**config.mk**
```make
export PLATFORM = sky130hd
export DESIGN_NAME = rec_play_seq
export DESIGN_NICKNAME = d
export VERILOG_FILES = /design/src/rtl/rps_pkg.sv /design/src/rtl/rps_rst_sync.sv /design/src/rtl/rps_dwell_timer.sv /design/src/rtl/rps_addr_ctr.sv /design/src/rtl/rps_seq_fsm.sv /design/src/rtl/rec_play_seq.sv
export SDC_FILE = /design/constraint.sdc
export NUM_CORES = 1
export LEC_CHECK = 0
export BUFFER_PORTS_ARGS = -buffer_cell sky130_fd_sc_hd__buf_2
export CORE_ASPECT_RATIO = 0.8
export CORE_MARGIN = 5
export CORE_UTILIZATION = 51
export DETAILED_ROUTE_END_ITERATION = 7
export PLACE_DENSITY_LB_ADDON = 0.1
export SLEW_MARGIN = 30
export SYNTH_ARGS = -nofsm -noshare
export SYNTH_HDL_FRONTEND = slang
export SYNTH_SLANG_ARGS = --single-unit
```
**constraint.sdc**
```tcl
create_clock -name clk -period 2.6 [get_ports clk]
set_clock_uncertainty 0.1 [all_clocks]
set_input_delay 0.52 -clock clk [delete_from_list [all_inputs] [get_ports clk]]
set_output_delay 0.52 -clock clk [all_outputs]
set_load 0.05 [all_outputs]
```
**src/rtl/rps_pkg.sv**
```systemverilog
package rps_pkg;

  typedef enum logic [2:0] {
    ST_IDLE  = 3'd0,
    ST_CONV  = 3'd1,
    ST_WAIT  = 3'd2,
    ST_SETUP = 3'd3,
    ST_WRITE = 3'd4,
    ST_HOLD  = 3'd5,
    ST_FETCH = 3'd6
  } rps_state_e;

  function automatic int rps_max(input int a, input int b);
    return (a > b) ? a : b;
  endfunction

endpackage

```
**src/rtl/rps_rst_sync.sv**
```systemverilog
module rps_rst_sync #(
  parameter int STAGES = 2
) (
  input  logic clk,
  input  logic rst_n,
  output logic rst_sync_n
);

  logic [STAGES-1:0] chain_q;

  for (genvar i = 0; i < STAGES; i++) begin : g_stage
    if (i == 0) begin : g_head
      always_ff @(posedge clk or negedge rst_n) begin
        if (!rst_n) chain_q[i] <= 1'b0;
        else        chain_q[i] <= 1'b1;
      end
    end else begin : g_tail
      always_ff @(posedge clk or negedge rst_n) begin
        if (!rst_n) chain_q[i] <= 1'b0;
        else        chain_q[i] <= chain_q[i-1];
      end
    end
  end

  assign rst_sync_n = chain_q[STAGES-1];

endmodule

```
**src/rtl/rps_dwell_timer.sv**
```systemverilog
module rps_dwell_timer #(
  parameter int CNT_W = 8
) (
  input  logic             clk,
  input  logic             rst_n,
  input  logic             load,
  input  logic [CNT_W-1:0] load_val,
  output logic             expired
);

  logic [CNT_W-1:0] cnt_q, cnt_d;
  logic             cnt_en;

  always_comb begin
    cnt_d  = cnt_q;
    cnt_en = 1'b0;
    if (load) begin
      cnt_d  = load_val;
      cnt_en = 1'b1;
    end else if (cnt_q != '0) begin
      cnt_d  = cnt_q - 1'b1;
      cnt_en = 1'b1;
    end
  end

  always_ff @(posedge clk or negedge rst_n) begin
    if (!rst_n)      cnt_q <= '0;
    else if (cnt_en) cnt_q <= cnt_d;
  end

  assign expired = (cnt_q == '0);

endmodule

```
**src/rtl/rps_addr_ctr.sv**
```systemverilog
module rps_addr_ctr #(
  parameter int ADDR_W = 17
) (
  input  logic              clk,
  input  logic              rst_n,
  input  logic              step,
  output logic [ADDR_W-1:0] addr,
  output logic              rec_mode
);

  localparam logic [ADDR_W-1:0] ADDR_TOP = '1;

  logic [ADDR_W-1:0] addr_q, addr_d;
  logic              mode_q, mode_d;
  logic              at_top;

  always_comb begin
    at_top = (addr_q == ADDR_TOP);
    addr_d = at_top ? '0 : addr_q + 1'b1;
    mode_d = at_top ? ~mode_q : mode_q;
  end

  always_ff @(posedge clk or negedge rst_n) begin
    if (!rst_n) begin
      addr_q <= '0;
      mode_q <= 1'b1;
    end else if (step) begin
      addr_q <= addr_d;
      mode_q <= mode_d;
    end
  end

  assign addr     = addr_q;
  assign rec_mode = mode_q;

endmodule

```
**src/rtl/rps_seq_fsm.sv**
```systemverilog
module rps_seq_fsm
  import rps_pkg::*;
#(
  parameter int CNT_W   = 8,
  parameter int WR_CYC  = 5,
  parameter int TMO_CYC = 64,
  parameter int RDS_CYC = 2,
  parameter int WE_CYC  = 4,
  parameter int RD_CYC  = 4
) (
  input  logic             clk,
  input  logic             rst_n,
  input  logic             sample_tick,
  input  logic             adc_intr_n,
  input  logic             rec_mode,
  input  logic             tmr_expired,
  output logic             tmr_load,
  output logic [CNT_W-1:0] tmr_val,
  output logic             addr_step,
  output logic             adc_wr_n,
  output logic             adc_rd_n,
  output logic             ram_we_n,
  output logic             timeout_o
);

  localparam logic [CNT_W-1:0] WR_LD  = CNT_W'(WR_CYC - 1);
  localparam logic [CNT_W-1:0] TMO_LD = CNT_W'(TMO_CYC - 1);
  localparam logic [CNT_W-1:0] RDS_LD = CNT_W'(RDS_CYC - 1);
  localparam logic [CNT_W-1:0] WE_LD  = CNT_W'(WE_CYC - 1);
  localparam logic [CNT_W-1:0] RD_LD  = CNT_W'(RD_CYC - 1);

  rps_state_e st_q, st_d;
  logic       tmo_q, tmo_d;

  always_comb begin
    st_d      = st_q;
    tmr_load  = 1'b0;
    tmr_val   = '0;
    addr_step = 1'b0;
    tmo_d     = 1'b0;
    unique case (st_q)
      ST_IDLE: begin
        if (sample_tick) begin
          tmr_load = 1'b1;
          if (rec_mode) begin
            st_d    = ST_CONV;
            tmr_val = WR_LD;
          end else begin
            st_d    = ST_FETCH;
            tmr_val = RD_LD;
          end
        end
      end
      ST_CONV: begin
        if (tmr_expired) begin
          st_d     = ST_WAIT;
          tmr_load = 1'b1;
          tmr_val  = TMO_LD;
        end
      end
      ST_WAIT: begin
        if (!adc_intr_n) begin
          st_d     = ST_SETUP;
          tmr_load = 1'b1;
          tmr_val  = RDS_LD;
        end else if (tmr_expired) begin
          st_d  = ST_IDLE;
          tmo_d = 1'b1;
        end
      end
      ST_SETUP: begin
        if (tmr_expired) begin
          st_d     = ST_WRITE;
          tmr_load = 1'b1;
          tmr_val  = WE_LD;
        end
      end
      ST_WRITE: begin
        if (tmr_expired) st_d = ST_HOLD;
      end
      ST_HOLD: begin
        st_d      = ST_IDLE;
        addr_step = 1'b1;
      end
      ST_FETCH: begin
        if (tmr_expired) begin
          st_d      = ST_IDLE;
          addr_step = 1'b1;
        end
      end
      default: st_d = ST_IDLE;
    endcase
  end

  always_ff @(posedge clk or negedge rst_n) begin
    if (!rst_n) begin
      st_q  <= ST_IDLE;
      tmo_q <= 1'b0;
    end else begin
      st_q  <= st_d;
      tmo_q <= tmo_d;
    end
  end

  assign adc_wr_n  = (st_q != ST_CONV);
  assign adc_rd_n  = !((st_q == ST_SETUP) || (st_q == ST_WRITE) || (st_q == ST_HOLD));
  assign ram_we_n  = (st_q != ST_WRITE);
  assign timeout_o = tmo_q;

endmodule

```
**src/rtl/rec_play_seq.sv**
```systemverilog
module rec_play_seq
  import rps_pkg::*;
#(
  parameter int ADDR_W     = 17,
  parameter int WR_CYC     = 5,
  parameter int TMO_CYC    = 4096,
  parameter int RDS_CYC    = 2,
  parameter int WE_CYC     = 4,
  parameter int RD_CYC     = 4,
  parameter int RST_STAGES = 2
) (
  input  logic              clk,
  input  logic              rst_n,
  input  logic              sample_tick,
  input  logic              adc_intr_n,
  output logic              adc_wr_n,
  output logic              adc_rd_n,
  output logic              ram_we_n,
  output logic              ram_oe_n,
  output logic [ADDR_W-1:0] ram_addr,
  output logic              rec_mode,
  output logic              timeout_o
);

  localparam int MAX_CYC = rps_max(rps_max(rps_max(WR_CYC, TMO_CYC),
                                           rps_max(RDS_CYC, WE_CYC)), RD_CYC);
  localparam int CNT_W   = $clog2(MAX_CYC + 1);

  logic             rst_int_n;
  logic             tmr_load;
  logic [CNT_W-1:0] tmr_val;
  logic             tmr_expired;
  logic             addr_step;

  rps_rst_sync #(.STAGES(RST_STAGES)) u_rst (
    .clk        (clk),
    .rst_n      (rst_n),
    .rst_sync_n (rst_int_n)
  );

  rps_dwell_timer #(.CNT_W(CNT_W)) u_tmr (
    .clk      (clk),
    .rst_n    (rst_int_n),
    .load     (tmr_load),
    .load_val (tmr_val),
    .expired  (tmr_expired)
  );

  rps_addr_ctr #(.ADDR_W(ADDR_W)) u_addr (
    .clk      (clk),
    .rst_n    (rst_int_n),
    .step     (addr_step),
    .addr     (ram_addr),
    .rec_mode (rec_mode)
  );

  rps_seq_fsm #(
    .CNT_W   (CNT_W),
    .WR_CYC  (WR_CYC),
    .TMO_CYC (TMO_CYC),
    .RDS_CYC (RDS_CYC),
    .WE_CYC  (WE_CYC),
    .RD_CYC  (RD_CYC)
  ) u_fsm (
    .clk         (clk),
    .rst_n       (rst_int_n),
    .sample_tick (sample_tick),
    .adc_intr_n  (adc_intr_n),
    .rec_mode    (rec_mode),
    .tmr_expired (tmr_expired),
    .tmr_load    (tmr_load),
    .tmr_val     (tmr_val),
    .addr_step   (addr_step),
    .adc_wr_n    (adc_wr_n),
    .adc_rd_n    (adc_rd_n),
    .ram_we_n    (ram_we_n),
    .timeout_o   (timeout_o)
  );

  assign ram_oe_n = rec_mode;

endmodule

```
==> Yosys cells after proc, flatten, opt, wreduce, memory -nomap -nowiden <==
Index checks and enable logic that the tools add are counted.
{ "totals": {"ff_bits": 37} }
{ "op_classes": {"n_bitwise": 1, "muxes": 26, "reduce_logical": 11, "n_addsub": 2, "eq_ne": 13} }
{ "ops": {"columns": ["cell", "n"], "rows": [
  ["$pmux 13 s4", 1],
  ["$mux 13", 3],
  ["$mux 3", 8],
  ["$pmux 3 s6", 1],
  ["$add 17x1->17 const B", 1],
  ["$eq 17x17->1 const B", 1],
  ["$mux 17", 1],
  ["$logic_not 13->1", 1],
  ["$reduce_bool 13->1", 1],
  ["$sub 13x1->13 const B", 1],
  ["$mux 12", 1],
  ["$eq 3x3->1 const B", 3],
  ["$mux 1", 8],
  ["$ne 2x2->1 const B", 4],
  ["$eq 3x2->1 const B", 2],
  ["$reduce_and 2->1", 2],
  ["$reduce_and 4->1", 1],
  ["$eq 3x1->1 const B", 1],
  ["$logic_not 3->1", 1],
  ["$ne 3x1->1 const B", 1],
  ["$ne 3x3->1 const B", 1],
  ["$pmux 1 s3", 1],
  ["$logic_or 1x1->1", 2],
  ["$mux 2", 1],
  ["other kinds (5)", 5]
]} }

==> Logic depth before layout (Yosys ltp) <==
{ "depth": {"depth_word": 5, "ltp_mapped": 10} }

==> Modules after synthesis <==
From an unflattened synthesis, not the netlist that was laid out.
{ "hier_totals": {"hier_cells": 248, "area_unflattened_um2": 2322.2} }
{ "by_module_without_submodules": {"columns": ["mod", "instances", "area_each_um2", "seq_area_each_um2", "cells_each"], "rows": [
  ["rps_addr_ctr", 1, 1007.2, 451.7, 103],
  ["rps_dwell_timer", 1, 785.8, 325.3, 77],
  ["rps_seq_fsm", 1, 467.9, 100.1, 64],
  ["rps_rst_sync", 1, 53.8, 50.0, 3],
  ["rec_play_seq", 1, 7.5, 0.0, 1]
]} }

==> Worst setup path before layout <==
OpenSTA, ideal clock, no wires.
{ "synth_timing": {"kind": "reg-to-reg", "start": "register u_addr.addr_q[0], in the netlist u_addr.addr[0]", "end": "register u_addr.addr_q[12], in the netlist u_addr.addr[12]", "arrival_time_ps": 2265, "path_slack_ps": 90, "path_stages_with_launch": 11, "n_path_buf": 2, "required_ps": 2355, "cell_sequence": "dfrtp_1 -> ha_1 -> and3_1 -> buf_4 -> nand4_1 -> nor2_1 -> ha_1 -> clkbuf_1 -> nor2b_1 -> a32oi_2 -> o31ai_2"} }
{ "synth_via": {"elab_chain_len": 2} }
{ "synth_rtl": {"columns": ["element", "line_no", "text"], "rows": [
  ["from (decl)", "rps_addr_ctr.sv:13", "logic [ADDR_W-1:0] addr_q, addr_d;"],
  ["from (signal assigned)", "rps_addr_ctr.sv:28", "addr_q <= addr_d;"],
  ["$add 17x1->17 or $eq 17x17->1 (tied branches)", "rps_addr_ctr.sv:19, rps_addr_ctr.sv:18", null],
  ["$mux 17 (*)", "rps_addr_ctr.sv:19", "addr_d = at_top ? '0 : addr_q + 1'b1;"]
]} }
Every way passes the cells marked *; elsewhere a longest branch is shown, timed or not.
A chain may end at the register's enable or synchronous reset.

==> Final worst setup path <==
{ "layout_timing": {"start": "register u_addr.addr_q[0], in the netlist u_addr.addr[0]", "end": "register u_addr.addr_q[11], in the netlist u_addr.addr[11]"} }
Same word-level chain as after synthesis.

==> results.toml <==
[logic_synthesis]
async_reset_ff_frac = 1.000
yosys.area_share.xor_xnor = 0.02839
yosys-top-cells-area = "dfrtp_1 42%, nor2b_1 3.5%, a21oi_1 2.5%"
synth_warnings = 0
synth_top_flop_cell = "dfrtp_1"
synthMuxAreaShare = 0.01448
synth_area_leader_cell = "dfrtp_1"
synth-seq-area-share = 0.4293
synth_compound_area_frac = 0.2092
synthDistinctLibCells = 54
synth-seq-cells = 37
syn_inst = 223
synth_edf_count = 0
mappedNetlistArea_sq_mm = 0.002160
synth_top_area_frac = 0.4171
synth_top_family_by_area = "simple AND/OR/NAND/NOR gates"
synthAdderAreaFrac = 0.01738
synthSimpleGateAreaFrac = 0.2503
synth_nets = 230
syn_area_per_cell_sq_um = 9.684

[floorplan]
die_x_um = 82.76
core_sq_mm = 0.004151
io_pins = 27
start_util = 0.5202
die_area_sq_mm = 0.005644
dieHeight_um = 68.20
core.rowCount = 21

[finish]
nets = 263
multi_input_area_sq_mm = 0.001126
fin_util = 0.5934
nFillCells = 392
drive_above_1_share = 0.2218
register_area_sq_um = 927.1
area_delta_synth_final_pct = 14.08
layout_commonest_cell = "dfrtp_1"
fin_cells = 314
layout_common_cells = "36 x dfrtp_1, 26 x buf_2, 14 x nand2_1, 14 x nor2_1, 12 x nor2b_1"
diodes = 0

[cts]
htreeDepth = 2
cts_sinks = 37
cts_setup_buffers = 0
insertion_delay_ns = 0.29
tritoncts = "built"
clockBufferDepth = 2
cts_made_buffers = 5
clk_pin_slew_ns = 0.08
cts-root-buf = "clkbuf_8"

[timing]
tightest_slew_ns = 0.6597
setup_slack_ns = 0.3320
max_freq_ghz = 0.4409
setup_viol = 0
slew-limit-headroom = 0.5592
hold_viol = 0
maxSlewViolCount = 0
grt_setup_unrepaired = "false"
fin_setup_tns_ns = 0
period_share = 0.8723
period_needed_ns = 2.268

[power_and_ir_drop]
vdd_ir_drop_max_mv = 0.5721
p_leak_nw = 1.097
clockPowerShare = 0.197
total_power_mw = 1.997
p_per_area_mw_per_mm2 = 810.5
swShare = 0.4023
combPwrFrac = 0.384
p_sw_mw = 0.8034
sequentialPowerShare = 0.419
p_int_mw = 1.193

[critical_path]
worst_path_max_delay_cell = "dfrtp_1"
cp_data_required_time_ns = 2.69
arrival_ns = 2.36
path_class = "reg -> reg"
crit_top_cell = "ha_1"
critPathLaunchType = "flip-flop"
slowest_delay_ns = 0.46
cp_cell_sequence = "ha_1 -> and3_1 -> nand4_1 -> nor2_1 -> ha_1 -> inv_1 -> o21ai_2 -> o31ai_1"
crit_path_max_fanout = 12
cp-end-kind = "flip-flop"

[route]
drtPass1Iterations = 4
drt_iter0_markers = 96
drc = 0
finalWirelength_mm = 4.722
final_antenna_net_count = 0
avgRoutedWirePerCell_um = 15.04
vias = 1796
vias_per_cell = 5.720

[outcome]
status = "complete, no violations"

[placement]
gp_congestion = 0.8230
portBuffers = 26
dp.cells = 305
dp_slack_ns = 0.3850
dpl.hpwl_mm = 3.323

[global_routing]
antenna_found_initial = 0
grt_pass1_wl_mm = 8.155
grt_use_total = 0.1909
grt_max_degree = 36
grt_pass1_vias = 1672
grt_overflow_total = 0

[hold_path]
hold_class = "reg -> async"

[flow_run]
cap_violations = 0
[power by group through the flow]
| stage | clock (mW) | combinational (mW) | sequential [mW] |
|---|---|---|---|
| after floorplan | 0 | 0.565 | 0.849 |
| after global placement | 0 | 0.757 | 0.839 |
| after detailed placement | 0 | 0.773 | 0.844 |
| after CTS | 0.404 | 0.774 | 0.836 |
| after global routing | 0.428 | 0.859 | 0.856 |
| final | 0.393 | 0.767 | 0.837 |
[cell type report]
cell class	instances	area share
clock inverters	2	0.004063
clock buffers	6	0.02946
inverters	9	0.01371
repair buffers	38	0.09040
flip-flops and latches	37	0.3763
multi-input cells	165	0.4571
well taps	57	0.02895
[metal layers]
layer / up-vias / track usage / wire length (um)
met5: - / 0 / 0
met4: 0 / 0.06122 / 44
met3: 5 / 0.04211 / 250
met2: 42 / 0.2660 / 2002
met1: 847 / 0.2908 / 2424
li1: 902 / - / -
[state kept, by name, summed over array words and instances, names as in the netlist]
name              count
u_addr.addr          17
u_tmr.cnt_q          13
u_fsm.st_q            3
u_addr.rec_mode       1
u_fsm.timeout_o       1
u_rst.chain_q         1
u_rst.rst_sync_n      1
[cell usage after synthesis (2+ instances only)]
master    instances
a22o_1            3
a32oi_1           4
nand3_1          11
nand4_1           8
buf_4             3
nor3b_1           2
a21oi_1          11
o31ai_1           4
o31ai_2           2
buf_6             2
dfrtp_1          36
nand2b_1          3
o22ai_1           6
a31oi_1           6
nor2_1           14
and3_1            6
mux2i_1           2
xor2_1            3
ha_1              3
nor2b_1          12
xnor2_1           4
o21ai_0          10
a32o_1            3
inv_1             9
nand2_1          14
and4_1            5
clkbuf_1          6
nor4_4            2
o211ai_1          2
and2_1            3
[what timing repair did]
item,CTS,global route
resized for setup,0,0
endpoints found under the hold margin,2,0
hold buffers,1,0
[stage by stage]
stage	cell area (sq um)	hold slack [ns]
after global placement	2371	0.1922
after floorplan	2160	0.1244
final	2464	0.1777
after global routing	2464	0.2371
after detailed placement	2371	0.1960
after CTS	2464	0.2023
[cell families after synthesis]
group / count (synthesis)
AND/OR/NAND/NOR: 88
AO/OA/AOI/OAI: 63
adder cells (fa/ha/maj): 3
other: 1
XOR/XNOR: 7
buffers and inverters: 21
multiplexers: 3
flip-flops: 37
[worst max-delay path: cells and delay by family, from the launching register on]
family	cells	cell delay [ns]
simple gates	3	0.41
compound gates	2	0.54
flops	1	0.46
buf+inv	1	0.22
fa+ha+maj	2	0.44
[path summary, 6_finish.rpt]
path                                  start               end  slack, ns  cells past startpoint
setup / recovery             u_addr.addr[0]   u_addr.addr[11]       0.33                      8
hold / removal             u_rst.rst_sync_n    u_tmr.cnt_q[7]       0.18                      1
hold reg to reg            u_rst.rst_sync_n    u_tmr.cnt_q[7]       0.18                      1
min in group clk           u_rst.chain_q[0]  u_rst.rst_sync_n       0.27                      0
max in group asynchronous             rst_n  u_rst.chain_q[0]       1.87                      2
setup reg to reg             u_addr.addr[0]   u_addr.addr[11]       0.33                      8
Note: power is estimated with default switching activity, not from simulation.
